--- src/rtl/wiq_pkg.sv ---
package wiq_pkg;
  parameter int OP_W   = 6;
  parameter int TAG_W  = 6;
  parameter int PHYS_W = 5;
  localparam int SRC_W = (TAG_W > PHYS_W) ? TAG_W : PHYS_W;

  typedef logic [OP_W-1:0]   op_t;
  typedef logic [TAG_W-1:0]  tag_t;
  typedef logic [PHYS_W-1:0] phys_t;
  typedef logic [SRC_W-1:0]  src_t;

  typedef struct packed {
    logic vld;
    op_t  op;
    tag_t dst;
    src_t s0;
    logic r0;
    src_t s1;
    logic r1;
  } entry_t;

  // A waiting source hits when a broadcast carries its tag.
  function automatic logic wake_hit(input logic rdy, input src_t src,
                                    input logic bc_v, input tag_t bc_tag);
    return bc_v && !rdy && (src == src_t'(bc_tag));
  endfunction

  function automatic src_t phys_to_src(input phys_t p);
    return src_t'(p);
  endfunction

  function automatic phys_t src_to_phys(input src_t s);
    return phys_t'(s);
  endfunction

  // Source field after a possible wakeup.
  function automatic src_t wake_field(input logic rdy, input src_t src,
                                      input logic bc_v, input tag_t bc_tag,
                                      input phys_t bc_phys);
    return wake_hit(rdy, src, bc_v, bc_tag) ? phys_to_src(bc_phys) : src;
  endfunction
endpackage

--- src/rtl/wiq_slot.sv ---
module wiq_slot
  import wiq_pkg::*;
(
  input  logic   clk,
  input  logic   rst_n,
  input  logic   wr_en,
  input  entry_t wr_entry,
  input  logic   clr,
  input  logic   bc_valid,
  input  tag_t   bc_tag,
  input  phys_t  bc_phys,
  output entry_t cur,
  output logic   wake0,
  output logic   wake1
);
  entry_t st;

  assign wake0 = st.vld && wake_hit(st.r0, st.s0, bc_valid, bc_tag);
  assign wake1 = st.vld && wake_hit(st.r1, st.s1, bc_valid, bc_tag);
  assign cur   = st;

  always_ff @(posedge clk) begin
    if (!rst_n) begin
      st <= '0;
    end else if (wr_en) begin
      st <= wr_entry;
    end else begin
      if (clr) st.vld <= 1'b0;
      if (wake0) begin
        st.s0 <= phys_to_src(bc_phys);
        st.r0 <= 1'b1;
      end
      if (wake1) begin
        st.s1 <= phys_to_src(bc_phys);
        st.r1 <= 1'b1;
      end
    end
  end
endmodule

--- src/rtl/wiq_alloc.sv ---
module wiq_alloc #(
  parameter int DEPTH = 8
) (
  input  logic [DEPTH-1:0] vld,
  output logic             full,
  output logic [DEPTH-1:0] free_oh
);
  assign full = &vld;

  // Lowest-numbered free slot.
  always_comb begin
    logic found;
    found   = 1'b0;
    free_oh = '0;
    for (int i = 0; i < DEPTH; i++) begin
      if (!vld[i] && !found) begin
        free_oh[i] = 1'b1;
        found      = 1'b1;
      end
    end
  end
endmodule

--- src/rtl/wiq_age_sel.sv ---
module wiq_age_sel #(
  parameter int DEPTH = 8
) (
  input  logic             clk,
  input  logic             rst_n,
  input  logic [DEPTH-1:0] ins_oh,
  input  logic [DEPTH-1:0] vld,
  input  logic [DEPTH-1:0] req,
  output logic [DEPTH-1:0] gnt
);
  // older[j][i] set: slot j was inserted before slot i.
  logic [DEPTH-1:0] older [DEPTH];

  always_ff @(posedge clk) begin
    if (!rst_n) begin
      for (int r = 0; r < DEPTH; r++) older[r] <= '0;
    end else begin
      for (int k = 0; k < DEPTH; k++) begin
        if (ins_oh[k]) begin
          older[k] <= '0;
          for (int j = 0; j < DEPTH; j++)
            if (j != k) older[j][k] <= vld[j];
        end
      end
    end
  end

  always_comb begin
    for (int i = 0; i < DEPTH; i++) begin
      logic blocked;
      blocked = 1'b0;
      for (int j = 0; j < DEPTH; j++)
        blocked = blocked | (req[j] & older[j][i]);
      gnt[i] = req[i] & ~blocked;
    end
  end
endmodule

--- src/rtl/wakeup_iq.sv ---
module wakeup_iq
  import wiq_pkg::*;
#(
  parameter int DEPTH = 8
) (
  input  logic              clk,
  input  logic              rst_n,
  input  logic              ins_valid,
  input  logic [OP_W-1:0]   ins_op,
  input  logic [TAG_W-1:0]  ins_dst_tag,
  input  logic [SRC_W-1:0]  ins_src0,
  input  logic              ins_rdy0,
  input  logic [SRC_W-1:0]  ins_src1,
  input  logic              ins_rdy1,
  output logic              ins_ready,
  input  logic              wb_valid,
  input  logic [TAG_W-1:0]  wb_tag,
  input  logic [PHYS_W-1:0] wb_phys,
  output logic              iss_valid,
  output logic [OP_W-1:0]   iss_op,
  output logic [TAG_W-1:0]  iss_dst_tag,
  output logic [PHYS_W-1:0] iss_src0,
  output logic [PHYS_W-1:0] iss_src1
);
  entry_t           ent [DEPTH];
  entry_t           ins_ent;
  entry_t           sel;
  logic [DEPTH-1:0] vld_vec, r0_vec, r1_vec, elig_vec;
  logic [DEPTH-1:0] wake0_vec, wake1_vec, alloc_oh, ins_oh, gnt;
  logic             full, ins_fire;

  assign ins_ready = !full;
  assign ins_fire  = ins_valid && !full;
  assign ins_oh    = ins_fire ? alloc_oh : '0;

  // Same-cycle wakeup of the entry being written.
  always_comb begin
    ins_ent     = '0;
    ins_ent.vld = 1'b1;
    ins_ent.op  = ins_op;
    ins_ent.dst = ins_dst_tag;
    ins_ent.s0  = wake_field(ins_rdy0, ins_src0, wb_valid, wb_tag, wb_phys);
    ins_ent.r0  = ins_rdy0 | wake_hit(ins_rdy0, ins_src0, wb_valid, wb_tag);
    ins_ent.s1  = wake_field(ins_rdy1, ins_src1, wb_valid, wb_tag, wb_phys);
    ins_ent.r1  = ins_rdy1 | wake_hit(ins_rdy1, ins_src1, wb_valid, wb_tag);
  end

  for (genvar g = 0; g < DEPTH; g++) begin : g_slot
    wiq_slot u_slot (
      .clk      (clk),
      .rst_n    (rst_n),
      .wr_en    (ins_oh[g]),
      .wr_entry (ins_ent),
      .clr      (gnt[g]),
      .bc_valid (wb_valid),
      .bc_tag   (wb_tag),
      .bc_phys  (wb_phys),
      .cur      (ent[g]),
      .wake0    (wake0_vec[g]),
      .wake1    (wake1_vec[g])
    );
    assign vld_vec[g]  = ent[g].vld;
    assign r0_vec[g]   = ent[g].r0;
    assign r1_vec[g]   = ent[g].r1;
    assign elig_vec[g] = ent[g].vld & ent[g].r0 & ent[g].r1;
  end

  wiq_alloc #(.DEPTH(DEPTH)) u_alloc (
    .vld     (vld_vec),
    .full    (full),
    .free_oh (alloc_oh)
  );

  wiq_age_sel #(.DEPTH(DEPTH)) u_age (
    .clk    (clk),
    .rst_n  (rst_n),
    .ins_oh (ins_oh),
    .vld    (vld_vec),
    .req    (elig_vec),
    .gnt    (gnt)
  );

  always_comb begin
    sel = '0;
    for (int i = 0; i < DEPTH; i++)
      if (gnt[i]) sel = entry_t'(sel | ent[i]);
  end

  assign iss_valid   = |gnt;
  assign iss_op      = sel.op;
  assign iss_dst_tag = sel.dst;
  assign iss_src0    = src_to_phys(sel.s0);
  assign iss_src1    = src_to_phys(sel.s1);
endmodule

--- config.mk ---
export PLATFORM = sky130hd
export DESIGN_NAME = wakeup_iq
export DESIGN_NICKNAME = d
export VERILOG_FILES = /design/src/rtl/wiq_pkg.sv /design/src/rtl/wiq_slot.sv /design/src/rtl/wiq_alloc.sv /design/src/rtl/wiq_age_sel.sv /design/src/rtl/wakeup_iq.sv
export SDC_FILE = /design/constraint.sdc
export NUM_CORES = 1
export LEC_CHECK = 0
export ABC_AREA = 1
export ABC_CLOCK_PERIOD_IN_PS = 3400
export BUFFER_PORTS_ARGS = -buffer_cell sky130_fd_sc_hd__buf_2
export CORE_ASPECT_RATIO = 1.25
export CORE_MARGIN = 2
export CORE_UTILIZATION = 40
export CTS_CLUSTER_SIZE = 14
export DETAILED_ROUTE_END_ITERATION = 10
export SETUP_SLACK_MARGIN = 0.02
export SKIP_LAST_GASP = 1
export SYNTH_ARGS = -nofsm -noshare
export SYNTH_HDL_FRONTEND = slang
export SYNTH_HIERARCHICAL = 1
export SYNTH_SLANG_ARGS = --single-unit
--- constraint.sdc ---
create_clock -name clk -period 3.4 [get_ports clk]
set_clock_uncertainty 0.2 [all_clocks]
set_input_delay 0.85 -clock clk [delete_from_list [all_inputs] [get_ports clk]]
set_output_delay 0.85 -clock clk [all_outputs]
set_load 0.02 [all_outputs]
# Yosys cells after proc, flatten, opt, wreduce, memory -nomap -nowiden
# Memories as Yosys holds them, arrays and structs flattened.
# Index checks and enable logic that the tools add are counted.
# op_classes
n_addsub	0
multipliers	0
n_div	0
magnitude_cmp	0
eq_ne	18
shift	0
mux	182
bitwise	253
n_reduce_logical	118
# ops
operator	n
$mux 26	8
$or 26x26->26	7
$or 1x1->1	150
$mux 1	140
$mux 7	17
$mux 14	8
$eq 6x6->1	18
$and 1x1->1	88
$logic_and 1x1->1	60
$reduce_bool 2->1	24
$logic_not 1->1	32
$mux 6	3
$mux 8	2
$not 1->1	8
$reduce_and 8->1	1
$reduce_or 8->1	1
$mux 5	1
$mux 4	1
$mux 3	1
$mux 2	1
# totals
ff_bits	216
latchBits	0
mem_bits_rw	64
rom_bits	0
in_bits	41
n_memories	1
# mem_list
name	depth	word_bits	rd	rd_clocked_by_memory_dff	write_ports	line	rtl
u_age.older	8	8	8	0	8	wiq_age_sel.sv:12	logic [DEPTH-1:0] older [DEPTH];

# Logic depth before layout (Yosys ltp)
# logic_depth
depth_word	27
depth_mapped	13

# Cells and area by module
# Netlist, hierarchy kept.
# by_module_without_submodules
module	n_inst	cells_per_inst	area_each_um2	seq_area_each_um2
wiq_slot	8	248	1485.2	540.5
wiq_age_sel	1	307	2606.2	1441.4
wakeup_iq	1	335	1675.4	0.0
wiq_alloc	1	16	87.6	0.0

# Least setup slack after synthesis
# Ideal clock, no wire load.
# synth_timing
path_kind	register -> output
from	register g_slot[4].u_slot/cur[26] (netlist name)
to	output port iss_dst_tag[4]
arrival_ns	1.808
t_required_ns	2.350
path_slack_ns	0.542
stages_incl_launch_ff	9
path_cell_list	dfxtp_1 > and3_1 > clkbuf_1 > nand4_1 > nor2_1 > buf_2 > a22o_1 > nor2_1 > nand3_1
# synth_between
elab_cells_between_ends	73
# synth_lines
element	line	rtl
$and 1x1->1 (*) (2 in series)	wakeup_iq.sv:65	assign elig_vec[g] = ent[g].vld & ent[g].r0 & ent[g].r1;
net elig_vec[4]	wakeup_iq.sv:28	logic [DEPTH-1:0] vld_vec, r0_vec, r1_vec, elig_vec;
$and 1x1->1	wiq_age_sel.sv:33	blocked = blocked | (req[j] & older[j][i]);
$or 1x1->1 (4 in series)	wiq_age_sel.sv:33	
$not 1->1	wiq_age_sel.sv:34	gnt[i] = req[i] & ~blocked;
$and 1x1->1 (*)	wiq_age_sel.sv:34	
net gnt[4]	wakeup_iq.sv:29	logic [DEPTH-1:0] wake0_vec, wake1_vec, alloc_oh, ins_oh, gnt;
$mux 26 (*)	wakeup_iq.sv:86	if (gnt[i]) sel = entry_t'(sel | ent[i]);
$or 26x26->26	wakeup_iq.sv:86	
$mux 26 (*)	wakeup_iq.sv:86	
$or 26x26->26	wakeup_iq.sv:86	
$mux 26 (*)	wakeup_iq.sv:86	
$or 26x26->26	wakeup_iq.sv:86	
$mux 26 (*)	wakeup_iq.sv:86	
end, declared	wakeup_iq.sv:21	output logic [TAG_W-1:0] iss_dst_tag,
# Mark *: on every way through the listed nets, which the timed path passes. The rest lies on a longest branch.

# Worst setup path after layout
# layout_timing
from	register g_slot[3].u_slot.st, in the netlist g_slot[3].u_slot/cur[0]
to	output port iss_op[3]
# layout_between
elab_cells_between_ends	80
# layout_lines
element	line	rtl
start, declared	wiq_slot.sv:16	entry_t st;
start signal, assigned	wiq_slot.sv:26	st <= wr_entry;
$and 1x1->1 (*)	wakeup_iq.sv:65	
net elig_vec[3]	wakeup_iq.sv:28	
$and 1x1->1	wiq_age_sel.sv:33	
$or 1x1->1 (5 in series)	wiq_age_sel.sv:33	
$not 1->1	wiq_age_sel.sv:34	
$and 1x1->1 (*)	wiq_age_sel.sv:34	
net gnt[3]	wakeup_iq.sv:29	
$mux 26 (*)	wakeup_iq.sv:86	
$or 26x26->26	wakeup_iq.sv:86	
$mux 26 (*)	wakeup_iq.sv:86	
$or 26x26->26	wakeup_iq.sv:86	
$mux 26 (*)	wakeup_iq.sv:86	
$or 26x26->26	wakeup_iq.sv:86	
$mux 26 (*)	wakeup_iq.sv:86	
$or 26x26->26	wakeup_iq.sv:86	
$mux 26 (*)	wakeup_iq.sv:86	
end, declared	wakeup_iq.sv:20	output logic [OP_W-1:0] iss_op,
# Marks and branches as above.

==> results.toml <==
[sta]
hold_violations = 0
rsz0062_at_grt = "true"
fmax_mhz = 284
slew_viol_final = 0
whs_ns = 0.262
post-route-period-util_pct = 103
relSlewSlack_pct = 49.5
worstMarginPinSlew_ns = 0.757
fin_ws_ns = -0.117
finalSetupViolations = 23
finalWorstPathRequiredPeriod_ns = 3.52

[detailed_routing]
highest_layer = "met4"
met3_length_um = 3870
drc_errors = 0
drtAntennaViolNets = 0
drt-pass1-iter-count = 5
route.met2.wl_um = 29900
num_vias = 16873
drt-vias-per-instance = 5.27
wirelength_um = 62000
m1WireLength_um = 23900
drt-initial-drc-count = 1162
routedWlPerCell_um = 19.4

[cells_and_area]
nNetsFinal = 2719
syn_to_final_growth_pct = 19.2
n_fill_cell = 4109
fin_area_um2 = 18900
n_antenna_cell = 0
final_core_util_pct = 48.2
drive_gt1_share_pct = 15.9

[placement]
hpwl_um = 43200
postPlaceCellArea_um2 = 17000
gp_congestion = 0.947
place_ws_ns = 0.105
port_buffers = 64

[global_routing]
globalRouteTotalUtil_pct = 29.7
grt_pass1_wl_um = 92800
grt_max_degree = 61
grt_pass1_vias = 15847
overflow = 0
antenna_found_initial = 1

[floorplan]
rows = 81
io_pins = 65
die_w_um = 182
die-area_um2 = 41200
coreArea_um2 = 39100
die_h_um = 226
start_util_pct = 40.4

[clock_tree]
cts.sinks = 272
clk_pin_slew_worst_paths_ns = 0.06
cts_hold_buf = 0
clk_latency_ns = 0.60
numCtsBuffers = 31
clock-root-buffer = "clkbuf_16"
cts_tree = "built"
cts_max_level = 1
clock_path_buffers = 3

[power_and_ir_drop]
ir_drop_uv = 370
cellLeakagePower_nw = 9.09
powerDensity_nw_per_um2 = 414
total_power_mw = 7.80

[worst_setup_path]
rr_startpoint = "g_slot[1].u_slot/cur[26]"
cp_max_fo = 16
slowest_stage = "dfxtp_2"
cp_cell_sequence = "and3_4, buf_12, nand4_1, nor2_4, buf_6, a22o_1, nor2_1, nand2_1, buf_2"
endpoint_kind = "output port"
cpLargestDelayFamily = "simple AND/OR/NAND/NOR gates"
arrival_ns = 2.47
critPathBufInv = 3
crit_start = "g_slot[3].u_slot/cur[0]"
cp.required_ns = 2.35
crit_path_start_kind = "register"
path_class = "reg -> out"
slowest_delay_ns = 0.32

[run_status]
violations = "negative setup slack"
status = "complete, but fails checks"

[synth]
synth_area_um2 = 15800
synthesis.instances = 2562
avgSynthCellArea_um2 = 6.17
synth_warnings = 6

[worst_hold_path]
hold_start = "u_age/older[1][20]"
worstHoldPathType = "reg -> reg"

[flow_run]
maxCapViolCount = 0
## layer usage
metal	up-vias	GRT usage, %
li1	8212	-
met1	7816	33.6
met2	653	52.6
met3	192	4.06
met4	0	19.4
met5	-	0
## power by group
group	leakage, nW	switching, mW	internal [mW]	total, mW
registers	2.28	0.0498	3.31	3.36
logic	6.27	0.516	0.205	0.721
clock network	0.548	1.48	2.24	3.72
## per-stage QoR
stage | cells | TNS, ns
2_1_floorplan | 2569 | 0
3_3_place_gp | 3115 | 0
3_5_place_dp | 3115 | 0
4_1_cts | 3197 | -1.57
5_1_grt | 3201 | -3.04
6_report | 3201 | -1.62
## timing repair
action                                  CTS  global route
buffers inserted                         22             4
endpoints found under the setup margin   23            23
cloned                                    3             0
pin swaps                                25             8
gates resized for setup                  99            18
## worst paths after layout
kind,cells past startpoint,to,slack [ns]
worst max-delay path,9,iss_op[3],-0.12
worst min-delay path,2,u_age/older[1][20],0.26
worst max register to register,13,g_slot[2].u_slot/cur[3],0.29
worst min register to register,2,u_age/older[1][20],0.26
## final cells by class
class	count	area (µm²)	area share, %
Clock buffer	39	858	4.55
Clock inverter	19	254	1.35
Inverter	256	963	5.11
Multi-Input combinational cell	1949	8960	47.5
Sequential cell	272	5790	30.7
Tap cell	498	623	3.30
Timing Repair Buffer	168	1410	7.48
## registers in the layout (all words and copies together), names as in the netlist
| name | cells |
|---|---|
| u_age/older | 56 |
| g_slot.u_slot/cur | 216 |
## tightest hold or removal path, cell delays in order (launching register included)
cell	delay [ns]
dfxtp_1	0.31
nand2_1	0.06
a21oi_1	0.05
## placed cells by master (no fill, tap or decap), drive strengths merged, types with 8 or more instances in the layout
cell type,n
a21oi,46
a22o,38
a22oi,8
and3,8
buf,168
clkbuf,39
clkinv,11
conb,8
dfxtp,240
edfxtp,32
inv,256
nand2,857
nand3,177
nand4,29
nor2,597
o21ai,119
xnor2,49
No activity file was read; power rests on OpenSTA's default activity.
